**src/rtl/adc_seq_pkg.sv**
```systemverilog
package adc_seq_pkg;

  typedef enum logic [2:0] {
    SQ_IDLE,
    SQ_PULSE,
    SQ_WAIT_LO,
    SQ_WAIT_HI,
    SQ_SETTLE
  } seq_state_e;

  // nanoseconds to clock cycles, rounded up, never below one cycle
  function automatic int ns_to_cyc(longint ns, longint hz);
    longint prod;
    longint cyc;
    prod = ns * hz;
    cyc  = (prod + 64'd999_999_999) / 64'd1_000_000_000;
    if (cyc < 1) cyc = 1;
    return int'(cyc);
  endfunction

  function automatic int max2(int a, int b);
    return (a > b) ? a : b;
  endfunction

endpackage

```
**src/rtl/adc_seq_busy_sync.sv**
```systemverilog
module adc_seq_busy_sync #(
  parameter int STAGES   = 2,
  parameter bit IDLE_LVL = 1'b1
) (
  input  logic clk,
  input  logic rst_n,
  input  logic async_i,
  output logic lvl_o,
  output logic rise_o
);

  logic [STAGES-1:0] chain_q;
  logic              last_q;

  generate
    if (STAGES == 1) begin : g_single
      always_ff @(posedge clk) begin
        if (!rst_n) chain_q <= IDLE_LVL;
        else        chain_q <= async_i;
      end
    end else begin : g_multi
      always_ff @(posedge clk) begin
        if (!rst_n) chain_q <= {STAGES{IDLE_LVL}};
        else        chain_q <= {chain_q[STAGES-2:0], async_i};
      end
    end
  endgenerate

  always_ff @(posedge clk) begin
    if (!rst_n) last_q <= IDLE_LVL;
    else        last_q <= chain_q[STAGES-1];
  end

  assign lvl_o  = chain_q[STAGES-1];
  assign rise_o = chain_q[STAGES-1] & ~last_q;

endmodule

```
**src/rtl/adc_seq_tick.sv**
```systemverilog
module adc_seq_tick #(
  parameter int LIMIT = 16,
  parameter int W     = $clog2(LIMIT + 1)
) (
  input  logic         clk,
  input  logic         rst_n,
  input  logic         restart_i,
  output logic [W-1:0] cnt_o
);

  localparam logic [W-1:0] SAT = W'(LIMIT);

  // saturating up-counter; restart loads one so the value read at an edge
  // equals the number of edges since the restart edge
  always_ff @(posedge clk) begin
    if (!rst_n)              cnt_o <= SAT;
    else if (restart_i)      cnt_o <= W'(1);
    else if (cnt_o != SAT)   cnt_o <= cnt_o + 1'b1;
  end

endmodule

```
**src/rtl/adc_seq_rate_gate.sv**
```systemverilog
module adc_seq_rate_gate #(
  parameter int PERIOD_CYC = 2500,
  parameter int HIGH_CYC   = 2
) (
  input  logic clk,
  input  logic rst_n,
  input  logic issue_i,
  input  logic conv_n_i,
  output logic open_o
);

  localparam int GW = $clog2(PERIOD_CYC + 1);
  localparam int HW = $clog2(HIGH_CYC + 1);
  localparam logic [GW-1:0] GAP_L = GW'(PERIOD_CYC);
  localparam logic [HW-1:0] HI_L  = HW'(HIGH_CYC);

  logic [GW-1:0] gap_cnt;
  logic [HW-1:0] hi_cnt;

  // cycles since the last start edge
  adc_seq_tick #(.LIMIT(PERIOD_CYC), .W(GW)) u_gap (
    .clk       (clk),
    .rst_n     (rst_n),
    .restart_i (issue_i),
    .cnt_o     (gap_cnt)
  );

  // cycles the start line has been high
  adc_seq_tick #(.LIMIT(HIGH_CYC), .W(HW)) u_high (
    .clk       (clk),
    .rst_n     (rst_n),
    .restart_i (~conv_n_i),
    .cnt_o     (hi_cnt)
  );

  assign open_o = (gap_cnt >= GAP_L) && (hi_cnt >= HI_L);

endmodule

```
**src/rtl/adc_conv_sequencer.sv**
```systemverilog
module adc_conv_sequencer
  import adc_seq_pkg::*;
#(
  parameter longint CLK_FREQ_HZ = 100_000_000,
  parameter int     PERIOD_NS   = 25_000,
  parameter int     PULSE_NS    = 100,
  parameter int     HIGH_NS     = 15,
  parameter int     BF_NS       = 400,
  parameter int     RISE_NS     = 25_000,
  parameter int     SETTLE_NS   = 50,
  parameter int     SYNC_STAGES = 2
) (
  input  logic clk,
  input  logic rst_n,
  input  logic start_valid,
  output logic start_ready,
  input  logic busy_n_i,
  output logic conv_n_o,
  output logic done_o,
  output logic err_o
);

  localparam int PERIOD_CYC = ns_to_cyc(PERIOD_NS, CLK_FREQ_HZ);
  localparam int PULSE_CYC  = ns_to_cyc(PULSE_NS,  CLK_FREQ_HZ);
  localparam int HIGH_CYC   = ns_to_cyc(HIGH_NS,   CLK_FREQ_HZ);
  localparam int BF_CYC     = ns_to_cyc(BF_NS,     CLK_FREQ_HZ);
  localparam int RISE_CYC   = ns_to_cyc(RISE_NS,   CLK_FREQ_HZ);
  localparam int SETTLE_CYC = ns_to_cyc(SETTLE_NS, CLK_FREQ_HZ);
  localparam int TMO_LIMIT  = max2(max2(PULSE_CYC, BF_CYC), max2(RISE_CYC, SETTLE_CYC));
  localparam int TW         = $clog2(TMO_LIMIT + 1);

  localparam logic [TW-1:0] PULSE_L  = TW'(PULSE_CYC);
  localparam logic [TW-1:0] BF_L     = TW'(BF_CYC);
  localparam logic [TW-1:0] RISE_L   = TW'(RISE_CYC);
  localparam logic [TW-1:0] SETTLE_L = TW'(SETTLE_CYC);

  seq_state_e    st_q, st_d;
  logic          conv_q, conv_d;
  logic          err_q, err_d;
  logic          pend_q, pend_d;
  logic          issue;
  logic          tmr_restart;
  logic [TW-1:0] tmr;
  logic          gate_open;
  logic          bsy_lvl;
  logic          bsy_rise;

  // busy is asynchronous: synchronize, then detect the rising edge
  adc_seq_busy_sync #(.STAGES(SYNC_STAGES), .IDLE_LVL(1'b1)) u_sync (
    .clk     (clk),
    .rst_n   (rst_n),
    .async_i (busy_n_i),
    .lvl_o   (bsy_lvl),
    .rise_o  (bsy_rise)
  );

  // restart period and minimum high time
  adc_seq_rate_gate #(.PERIOD_CYC(PERIOD_CYC), .HIGH_CYC(HIGH_CYC)) u_gate (
    .clk      (clk),
    .rst_n    (rst_n),
    .issue_i  (issue),
    .conv_n_i (conv_q),
    .open_o   (gate_open)
  );

  // one timer for pulse width, both busy timeouts and the settle window
  adc_seq_tick #(.LIMIT(TMO_LIMIT), .W(TW)) u_tmr (
    .clk       (clk),
    .rst_n     (rst_n),
    .restart_i (tmr_restart),
    .cnt_o     (tmr)
  );

  always_comb begin
    st_d        = st_q;
    conv_d      = conv_q;
    err_d       = err_q;
    pend_d      = pend_q;
    issue       = 1'b0;
    tmr_restart = 1'b0;
    if (start_valid && !pend_q) pend_d = 1'b1;
    unique case (st_q)
      SQ_IDLE: begin
        if (pend_q && gate_open) begin
          issue       = 1'b1;
          pend_d      = 1'b0;
          conv_d      = 1'b0;
          tmr_restart = 1'b1;
          st_d        = SQ_PULSE;
        end
      end
      SQ_PULSE: begin
        if (tmr >= PULSE_L) begin
          conv_d = 1'b1;
          st_d   = SQ_WAIT_LO;
        end
      end
      SQ_WAIT_LO: begin
        // level test: busy usually falls while the pulse is still low
        if (!bsy_lvl) begin
          st_d = SQ_WAIT_HI;
        end else if (tmr >= BF_L) begin
          err_d = 1'b1;
          st_d  = SQ_IDLE;
        end
      end
      SQ_WAIT_HI: begin
        if (bsy_rise) begin
          tmr_restart = 1'b1;
          st_d        = SQ_SETTLE;
        end else if (tmr >= RISE_L) begin
          err_d = 1'b1;
          st_d  = SQ_IDLE;
        end
      end
      SQ_SETTLE: begin
        if (tmr >= SETTLE_L) st_d = SQ_IDLE;
      end
      default: st_d = SQ_IDLE;
    endcase
  end

  always_ff @(posedge clk) begin
    if (!rst_n) begin
      st_q   <= SQ_IDLE;
      conv_q <= 1'b1;
      err_q  <= 1'b0;
      pend_q <= 1'b0;
    end else begin
      st_q   <= st_d;
      conv_q <= conv_d;
      err_q  <= err_d;
      pend_q <= pend_d;
    end
  end

  assign start_ready = ~pend_q;
  assign conv_n_o    = conv_q;
  assign err_o       = err_q;
  assign done_o      = (st_q == SQ_WAIT_HI) && bsy_rise;

  // ---------------------------------------------------------------
  // Assertions with independent observation counters
  // ---------------------------------------------------------------
  localparam int CGW = $clog2(PERIOD_CYC + 1);
  localparam int CHW = $clog2(HIGH_CYC + 1);
  localparam logic [CGW-1:0] CG_SAT = CGW'(PERIOD_CYC);
  localparam logic [CHW-1:0] CH_SAT = CHW'(HIGH_CYC);

  logic           obs_conv_q;
  logic [CGW-1:0] obs_gap_q;
  logic [CHW-1:0] obs_hi_q;

  always_ff @(posedge clk) begin
    if (!rst_n) begin
      obs_conv_q <= 1'b1;
      obs_gap_q  <= CG_SAT;
      obs_hi_q   <= CH_SAT;
    end else begin
      obs_conv_q <= conv_n_o;
      if (!conv_n_o && obs_conv_q) obs_gap_q <= CGW'(1);
      else if (obs_gap_q != CG_SAT) obs_gap_q <= obs_gap_q + 1'b1;
      if (!conv_n_o) obs_hi_q <= '0;
      else if (obs_hi_q != CH_SAT) obs_hi_q <= obs_hi_q + 1'b1;
    end
  end

  AST_READY_DROPS: assert property (@(posedge clk) disable iff (!rst_n)
    (start_valid && start_ready) |=> !start_ready);

  AST_QUIET_CONV: assert property (@(posedge clk) disable iff (!rst_n)
    (st_q == SQ_WAIT_HI && $past(st_q == SQ_WAIT_HI)) |-> $stable(conv_n_o));

  AST_RESTART_GAP: assert property (@(posedge clk) disable iff (!rst_n)
    $fell(conv_n_o) |-> (obs_gap_q >= CG_SAT));

  AST_HIGH_TIME: assert property (@(posedge clk) disable iff (!rst_n)
    $fell(conv_n_o) |-> (obs_hi_q >= CH_SAT));

  AST_ERR_STICKY: assert property (@(posedge clk) disable iff (!rst_n)
    err_o |=> err_o);

  AST_DONE_SINGLE: assert property (@(posedge clk) disable iff (!rst_n)
    done_o |=> !done_o);

endmodule

```
**config.mk**
```make
export PLATFORM = sky130hd
export DESIGN_NAME = adc_conv_sequencer
export DESIGN_NICKNAME = d
export VERILOG_FILES = /design/src/rtl/adc_seq_pkg.sv /design/src/rtl/adc_seq_busy_sync.sv /design/src/rtl/adc_seq_tick.sv /design/src/rtl/adc_seq_rate_gate.sv /design/src/rtl/adc_conv_sequencer.sv
export SDC_FILE = /design/constraint.sdc
export NUM_CORES = 1
export LEC_CHECK = 0
export ABC_CLOCK_PERIOD_IN_PS = 2130
export BUFFER_PORTS_ARGS = -buffer_cell sky130_fd_sc_hd__buf_2
export CAP_MARGIN = 0
export CORE_MARGIN = 5
export CORE_UTILIZATION = 50
export DETAILED_ROUTE_END_ITERATION = 6
export PLACE_DENSITY = 0.67
export SYNTH_ARGS = -nofsm -noshare
export SYNTH_HDL_FRONTEND = slang
export SYNTH_SLANG_ARGS = --single-unit
```
**constraint.sdc**
```tcl
create_clock -name clk -period 2.13 [get_ports clk]
set_input_delay 0.213 -clock clk [delete_from_list [all_inputs] [get_ports clk]]
set_output_delay 0.213 -clock clk [all_outputs]
set_load 0.02 [all_outputs]
```
==> results_tabular.tex, run 1 <==
\begin{tabular}{lr}
\hline
Metric & Value \\
\hline
\multicolumn{2}{l}{\textbf{Status}} \\
\quad Outcome & finished clean \\
\multicolumn{2}{l}{\textbf{STA}} \\
\quad Fmax & about 540 MHz \\
\quad Clock skew & roughly 0.0064 ns \\
\quad Fin crit share & between 80\% and 90\% \\
\quad Number of max-slew violations in the final report & 0 \\
\quad Final setup violation count & 0 \\
\quad Setup repair after global routing missed its margin & no \\
\quad Setup TNS after final layout & 0 ns \\
\quad Time the final worst path needs with I/O delays and setup & 1.859 ns \\
\quad Number of hold-slack violations in the final timing report & 0 \\
\quad Normalized max-slew margin & about two thirds \\
\quad Worst Tran Pin Value & $\sim$0.50 ns \\
\quad Worst hold-check slack & 0.06284 ns \\
\multicolumn{2}{l}{\textbf{Synth}} \\
\quad Post-synth EDFFs & 0 \\
\quad Netlist Area Pre-Place & about 1800 um\^{}2 \\
\quad Synthesized netlist net count & roughly 230 \\
\quad Number of storage elements in the synthesis netlist & 35 \\
\quad Share of flip-flops with an asynchronous set or reset & 0\% \\
\quad Leading register cell type out of synthesis & sky130\_fd\_sc\_hd\_\_dfxtp\_1 \\
\quad Number of unique standard cell types used by synthesis & 44 \\
\quad Count of synthesis-stage warnings from yosys & 0 \\
\quad Syn Area/Cell & $\sim$8.4 um\^{}2 \\
\quad Register area share after synthesis & approximately two fifths \\
\quad Instance count of the mapped netlist & roughly 210 \\
\multicolumn{2}{l}{\textbf{Die}} \\
\quad Area inside the core boundary & between 3000 and 4000 um\^{}2 \\
\quad Number of placement rows & 21 \\
\quad Die X & between 60 and 70 um \\
\quad Initial core utilization & roughly 53\% \\
\quad Die height & 69.95 um \\
\quad Floorplan die area & 4892 um\^{}2 \\
\quad I/O pin count & 8 \\
\multicolumn{2}{l}{\textbf{Power}} \\
\quad Sequential share of power & about 46\% \\
\quad Overall power after layout & roughly 2.2 mW \\
\quad Clock power share & approximately 15\% \\
\quad Power per cell area & between 1000 and 1500 nW/um\^{}2 \\
\quad Combinational share of power & between 30\% and 40\% \\
\quad Worst vdd ir & just under 0.5 mV \\
\quad Internal Power & between 1 and 1.5 mW \\
\quad Switching share of power & roughly two fifths \\
\quad Switching power total & approximately 0.88 mW \\
\quad P\_leak & between 0.7 and 0.8 nW \\
\multicolumn{2}{l}{\textbf{Critical path}} \\
\quad CP delay by family, top & compound AO/OA/AOI/OAI gates \\
\quad Highest-delay cell along the critical path & sky130\_fd\_sc\_hd\_\_a211oi\_1 \\
\quad Setup Crit Path Kind & reg2reg \\
\quad Count of buffering cells on the critical path with inverters included & 1 \\
\quad Number of cells on the worst reg-to-reg path & 6 \\
\quad Required time at the worst-slack endpoint & $\sim$2.4 ns \\
\quad Endpoint of the lowest-slack register-to-register path & u\_gate.u\_gap.cnt\_o[3]\$\_SDFFE\_PP0N\_ \\
\quad Critical Path, Cell by Cell & nor4bb\_1 -> o221ai\_1 -> a211oi\_1 -> buf\_4 -> nand2b\_4 -> nor3\_2 \\
\quad Crit-path max cell delay & roughly 0.45 ns \\
\quad Worst setup SP type & register \\
\quad Reg2Reg Launch Point & st\_q[0]\$\_SDFFE\_PN0P\_ \\
\quad Critical path arrival & around 2.1 ns \\
\quad Setup crit end kind & register \\
\quad Critical path peak fanout & 7 \\
\quad Setup slack of the most critical reg-to-reg path & 0.27 ns \\
\multicolumn{2}{l}{\textbf{Placement}} \\
\quad Buffers added on ports & 7 \\
\quad Final weighted congestion in routability-driven placement & $\sim$0.85 \\
\quad HPWL after detailed placement & around 2600 um \\
\quad Number of cells in the design after placement & 259 \\
\quad Area after DPL & 1857 um\^{}2 \\
\multicolumn{2}{l}{\textbf{Cells and area}} \\
\quad Sequential cell area in the final layout & about 700 um\^{}2 \\
\quad Leading cell type in the layout, fill and taps excluded & sky130\_fd\_sc\_hd\_\_dfxtp\_1 \\
\quad Fillcell total & between 300 and 400 \\
\quad Commonest cells after routing, fill and taps aside & 35 x sky130\_fd\_sc\_hd\_\_dfxtp\_1, 29 x sky130\_fd\_sc\_hd\_\_nor2\_1, 19 x sky130\_fd\_sc\_hd\_\_o21ai\_0 \\
\quad Number of nets in the final layout & $\sim$230 \\
\quad \# diodes & 0 \\
\quad Post-route cell area & 1898 um\^{}2 \\
\quad Area Growth Syn to Fin & 5.641\% \\
\quad Total area of multi-input combinational cells & roughly 1000 um\^{}2 \\
\quad Layout cell share with drive strength beyond 1 & between 10\% and 20\% \\
\quad Cell Count, Final, Fillers Out & roughly 270 \\
\multicolumn{2}{l}{\textbf{Global route}} \\
\quad Vias in the first global route & 1339 \\
\quad Total congestion overflow after global routing & 0 \\
\quad Wire length of the first global-routing pass & roughly 6100 um \\
\quad Total track usage & 15.44\% \\
\quad Number of antenna violations at the first check in global routing & 0 \\
\quad Largest net degree at the start of global routing & 28 \\
\multicolumn{2}{l}{\textbf{Detailed routing}} \\
\quad DRC & 0 \\
\quad Total routed wirelength & 3520 um \\
\quad Routed length per instance & 13.28 um \\
\quad Drt via density & around 5.5 \\
\quad Length of the first detailed-routing pass in iterations & 4 \\
\quad Post-route antenna net violation count & 0 \\
\quad Starting DRC count in detailed routing & roughly 120 \\
\quad Routed vias & $\sim$1.5k \\
\multicolumn{2}{l}{\textbf{Clock network}} \\
\quad Inserted Clock Buffers & 5 \\
\quad Clock Sinks & 35 \\
\quad CTS hold repair buffers & 0 \\
\quad Deepest clock path buffer count & 2 \\
\quad Clock-pin slew reported for the worst setup and hold paths after clock tree synthesis & 0.10 ns \\
\quad Insertion delay to the later sink of the worst-skew pair & 0.34 ns \\
\quad Post-CTS Repair Setup Buffers & 0 \\
\quad Root buffer cell & sky130\_fd\_sc\_hd\_\_clkbuf\_4 \\
\quad TritonCTS clock tree & yes \\
\quad Total number of H-tree levels & 2 \\
\quad Post-cts repair resize count & 0 \\
\multicolumn{2}{l}{\textbf{Hold path}} \\
\quad Startpoint of the most critical hold path & busy\_n\_i \\
\quad Depth of the worst hold-timing path & 2 \\
\quad Class of the most critical hold timing path & in2reg \\
\quad Hold endpoint & u\_sync.chain\_q[0]\$\_SDFF\_PN1\_ \\
\multicolumn{2}{l}{\textbf{Flow run}} \\
\quad Maximum capacitance violations & 0 \\
\hline
\end{tabular}
cell usage after synthesis, drive strengths merged (5+ instances only):
master  number  area [um^2]
ha           8        100.1
clkbuf       5        18.77
dfxtp       35        700.7
xor2        12        105.1
nor3         5        41.29
inv         11        41.29
xnor2        8        70.07
nand4        7        43.79
o21ai       19        95.09
nand2       16        60.06
nor2        30        115.1
nand3       15        75.07
power groups by stage:
stage	sequential (mW)	clock [mW]	combinational, mW
2_1_floorplan	0.982	0	0.714
3_3_place_gp	1.02	0	0.831
3_5_place_dp	1.03	0	0.862
4_1_cts	1.02	0.336	0.867
5_1_grt	1.05	0.363	0.975
6_report	1.02	0.326	0.857
area by class of cell:
type                            count  share of cell area, %
Clock buffer                        6                  2.175
Timing Repair Buffer                8                  2.241
Sequential cell                    35                  36.91
Multi-Input combinational cell    159                  53.46
Tap cell                           46                  3.032
Inverter                           11                  2.175
logic make-up after synthesis:
logic type / after synthesis / synth area share (%)
multiplexers: 1 / 0.5571
flip-flops: 35 / 39.00
AND/OR/NAND/NOR: 95 / 28.90
adder cells (fa/ha/maj): 8 / 5.571
buffers and inverters: 19 / 4.527
XOR/XNOR: 20 / 9.749
AO/OA/AOI/OAI: 35 / 11.70
layer usage:
layer / wire length (um) / vias to the layer above / track usage (%)
li1: - / 740 / -
met1: 1803 / 672 / 21.70
met2: 1428 / 41 / 21.62
met3: 201 / 8 / 3.587
met4: 87 / 0 / 8.298
met5: 0 / - / 0
worst max path at each step:
stage,start,cells past startpoint,end
after floorplan,u_gate.u_gap.cnt_o[4]$_SDFFE_PP0N_,5,u_tmr.cnt_o[0]$_SDFFE_PN0P_
after global placement,st_q[0]$_SDFFE_PN0P_,6,u_gate.u_gap.cnt_o[3]$_SDFFE_PP0N_
after detailed placement,st_q[0]$_SDFFE_PN0P_,6,u_gate.u_gap.cnt_o[3]$_SDFFE_PP0N_
after CTS,pend_q$_SDFF_PN0_,6,u_gate.u_gap.cnt_o[3]$_SDFFE_PP0N_
after global routing,st_q[0]$_SDFFE_PN0P_,6,u_gate.u_gap.cnt_o[9]$_SDFFE_PP0N_
final,st_q[0]$_SDFFE_PN0P_,6,u_gate.u_gap.cnt_o[3]$_SDFFE_PP0N_
metrics by stage:
step | setup slack, ns | utilization [%]
after floorplan | 0.5316 | -
after global placement | 0.3637 | 54.36
after detailed placement | 0.2540 | 54.36
after CTS | 0.2393 | 55.57
after global routing | 0.01219 | 55.57
final | 0.2705 | 55.57
worst reg2reg max path: cells and delay by family (launching register included):
family / cells / cell delay, ns
compound gates: 2 / 0.62
buf+inv: 1 / 0.23
flops: 1 / 0.38
simple gates: 3 / 0.55
sequential cells by signal, indices dropped and copies added (netlist names):
signal,flops
conv_n_o,1
err_o,1
pend_q,1
st_q,3
u_gate.u_gap.cnt_o,12
u_gate.u_high.cnt_o,2
u_sync.chain_q,2
u_sync.last_q,1
u_tmr.cnt_o,12
(Power assumes the default switching activity.)
==> run 2, diff against run 1 <==
CORE_UTILIZATION = 39   (was 50)
HOLD_SLACK_MARGIN = 0.06   (was default)
PLACE_DENSITY = default   (was 0.67)
==> results_tabular.tex, run 2 (synthesized netlist as in run 1, its figures left out) <==
\begin{tabular}{lr}
\hline
Metric & Value \\
\hline
\multicolumn{2}{l}{\textbf{Clock network}} \\
\quad Post-CTS Repair Setup Buffers & 0 (unchanged) \\
\quad CTS hold repair buffers & 0 (unchanged) \\
\quad Clock Sinks & 35 (unchanged) \\
\quad Root buffer cell & sky130\_fd\_sc\_hd\_\_clkbuf\_8 \\
\quad Insertion delay to the later sink of the worst-skew pair & 0.30 ns (-0.04 ns) \\
\quad Clock-pin slew reported for the worst setup and hold paths after clock tree synthesis & 0.08 ns (-0.02 ns) \\
\quad Total number of H-tree levels & 2 (unchanged) \\
\quad TritonCTS clock tree & yes \\
\quad Deepest clock path buffer count & 2 (unchanged) \\
\quad Inserted Clock Buffers & 5 (unchanged) \\
\quad Post-cts repair resize count & 0 (unchanged) \\
\multicolumn{2}{l}{\textbf{Hold path}} \\
\quad Class of the most critical hold timing path & in2reg \\
\quad Startpoint of the most critical hold path & busy\_n\_i \\
\multicolumn{2}{l}{\textbf{Power}} \\
\quad P\_leak & 0.7265 nW (+2.2\%) \\
\quad Worst vdd ir & 0.5831 mV (+17\%) \\
\quad Power per cell area & 1201 nW/um\^{}2 (+3.5\%) \\
\multicolumn{2}{l}{\textbf{STA}} \\
\quad Setup repair after global routing missed its margin & no \\
\quad Worst Tran Pin Value & 0.4692 ns (-0.03552 ns) \\
\quad Number of max-slew violations in the final report & 0 (unchanged) \\
\quad Number of hold-slack violations in the final timing report & 0 (unchanged) \\
\quad Normalized max-slew margin & 68.72\% (+2.4 points) \\
\quad Time the final worst path needs with I/O delays and setup & 1.802 ns (-0.05744 ns) \\
\quad Fin crit share & 84.60\% (-2.7 points) \\
\quad Fmax & 554.9 MHz (+3.2\%) \\
\quad Final WS setup & 0.3280 ns (+0.05744 ns) \\
\quad Setup TNS after final layout & 0 ns (unchanged) \\
\quad Clock skew & 0.01025 ns (+0.003843 ns) \\
\quad Final setup violation count & 0 (unchanged) \\
\multicolumn{2}{l}{\textbf{Die}} \\
\quad Initial core utilization & 40.70\% (-12 points) \\
\quad I/O pin count & 8 (unchanged) \\
\quad Die height & 77.88 um (+11\%) \\
\quad Number of placement rows & 24 (+14\%) \\
\quad Floorplan die area & 6065 um\^{}2 (+24\%) \\
\quad Area inside the core boundary & 4414 um\^{}2 (+29\%) \\
\quad Die X & 77.88 um (+11\%) \\
\multicolumn{2}{l}{\textbf{Cells and area}} \\
\quad Largest regs & u\_gate.u\_gap.cnt\_o: 12 flops, u\_tmr.cnt\_o: 12 flops, st\_q: 3 flops \\
\quad Commonest cells after routing, fill and taps aside & 35 x sky130\_fd\_sc\_hd\_\_dfxtp\_1, 29 x sky130\_fd\_sc\_hd\_\_nor2\_1, 19 x sky130\_fd\_sc\_hd\_\_o21ai\_0 \\
\quad Total area of multi-input combinational cells & 1015 um\^{}2 (unchanged) \\
\quad \# diodes & 0 (unchanged) \\
\quad Number of nets in the final layout & 232 (unchanged) \\
\quad Post-route cell area & 1953 um\^{}2 (+2.9\%) \\
\quad Leading cell type in the layout, fill and taps excluded & sky130\_fd\_sc\_hd\_\_dfxtp\_1 \\
\quad Sequential cell area in the final layout & 700.7 um\^{}2 (unchanged) \\
\quad Fillcell total & 422 (+26\%) \\
\quad Area Growth Syn to Fin & 8.705\% \\
\quad Layout cell share with drive strength beyond 1 & 11.31\% (+1.3 points) \\
\multicolumn{2}{l}{\textbf{Global route}} \\
\quad Number of antenna violations at the first check in global routing & 0 (unchanged) \\
\quad Total track usage & 12.08\% (-3.4 points) \\
\quad Global routing usage on met3 & 3.819\% (+0.23 points) \\
\quad Largest net degree at the start of global routing & 28 (unchanged) \\
\quad Vias in the first global route & 1262 (-5.8\%) \\
\quad Met1 demand-to-capacity share in global routing & 16.92\% (-4.8 points) \\
\quad Total congestion overflow after global routing & 0 (unchanged) \\
\quad Most used routing layer & met2 \\
\quad Met2 Resource Use GR & 17.11\% (-4.5 points) \\
\quad Wire length of the first global-routing pass & 5940 um (-2.8\%) \\
\multicolumn{2}{l}{\textbf{Critical path}} \\
\quad Setup Crit Path Kind & reg2reg \\
\quad Critical path peak fanout & 11 (+4) \\
\quad Worst setup SP type & register \\
\quad Start point of the critical path & u\_gate.u\_gap.cnt\_o[4]\$\_SDFFE\_PP0N\_ \\
\quad Critical path arrival & 2.00 ns (-0.10 ns) \\
\quad Required time at the worst-slack endpoint & 2.33 ns (-0.04 ns) \\
\quad Setup crit end kind & register \\
\quad Reg2Reg Launch Point & u\_gate.u\_gap.cnt\_o[4]\$\_SDFFE\_PP0N\_ \\
\multicolumn{2}{l}{\textbf{Detailed routing}} \\
\quad Post-route antenna net violation count & 0 (unchanged) \\
\quad DRC & 0 (unchanged) \\
\quad Routed length per instance & 12.58 um (-5.3\%) \\
\quad Starting DRC count in detailed routing & 102 (-14\%) \\
\quad Routed vias & 1408 (-3.6\%) \\
\quad Drt via density & 5.158 (-6.5\%) \\
\quad Total routed wirelength & 3435 um (-2.4\%) \\
\quad Length of the first detailed-routing pass in iterations & 5 (+1) \\
\multicolumn{2}{l}{\textbf{Placement}} \\
\quad Setup WS pre-CTS & 0.3169 ns (+0.06296 ns) \\
\quad HPWL after detailed placement & 2448 um (-5.6\%) \\
\quad Final weighted congestion in routability-driven placement & 0.7983 (-5.7\%) \\
\quad Buffers added on ports & 7 (unchanged) \\
\quad Area after DPL & 1864 um\^{}2 (+0.40\%) \\
\multicolumn{2}{l}{\textbf{Status}} \\
\quad Outcome & finished clean \\
\multicolumn{2}{l}{\textbf{Flow run}} \\
\quad Maximum capacitance violations & 0 (unchanged) \\
\hline
\end{tabular}
[run 2: cell count changes in the layout (fill, tap and decap cells not counted), sizes merged]
cell      before  now
clkinvlp       0    2
clkbuf         6    5
clkinv         0    1
[run 2: cell type report]
type                       instances  area share, %
tap                               52          3.331
multi-input combinational        159          51.95
clock buffer                       5          3.523
inverter                          11          2.114
clock inverter                     3          1.025
timing repair buffer               8          2.178
sequential                        35          35.87
[run 2: path summary, 6_finish.rpt]
check	end	slack, ns	cells past startpoint
worst max-delay path	u_tmr.cnt_o[0]$_SDFFE_PN0P_	0.33	6
worst min-delay path	u_sync.chain_q[0]$_SDFF_PN1_	0.10	2
worst max register to register	u_tmr.cnt_o[0]$_SDFFE_PN0P_	0.33	6
worst min register to register	u_sync.chain_q[1]$_SDFF_PN1_	0.42	1
[run 2: worst max-delay path, cell delays in order (launching register included)]
cell and delay, ns:
sky130_fd_sc_hd__dfxtp_1 0.34, sky130_fd_sc_hd__or4_4 0.57, sky130_fd_sc_hd__nor2_2 0.09, sky130_fd_sc_hd__a211oi_1 0.07
sky130_fd_sc_hd__buf_4 0.17, sky130_fd_sc_hd__or2_1 0.28, sky130_fd_sc_hd__o21a_1 0.20
[run 2: per-layer routing]
layer / share of wire (%) / routed length [um]
met5: 0 / 0
met4: 1.5 / 53
met3: 3.4 / 118
met2: 42 / 1449
met1: 53 / 1813
[run 2: report_power, final]
part / internal, mW / switching [mW]
clock network: 0.228 / 0.261
registers: 0.821 / 0.197
logic: 0.389 / 0.450
total: 1.44 / 0.908
[run 2: stage by stage]
stage	utilization (%)	power, mW	cells	hold slack, ns
finish	44.25	2.346	273	0.1018
floorplan	-	1.696	213	0.3145
detailed placement	42.23	1.877	265	0.3995
CTS	44.25	2.370	273	0.09897
global route	44.25	2.543	273	0.1168
global placement	42.23	1.877	265	0.3965
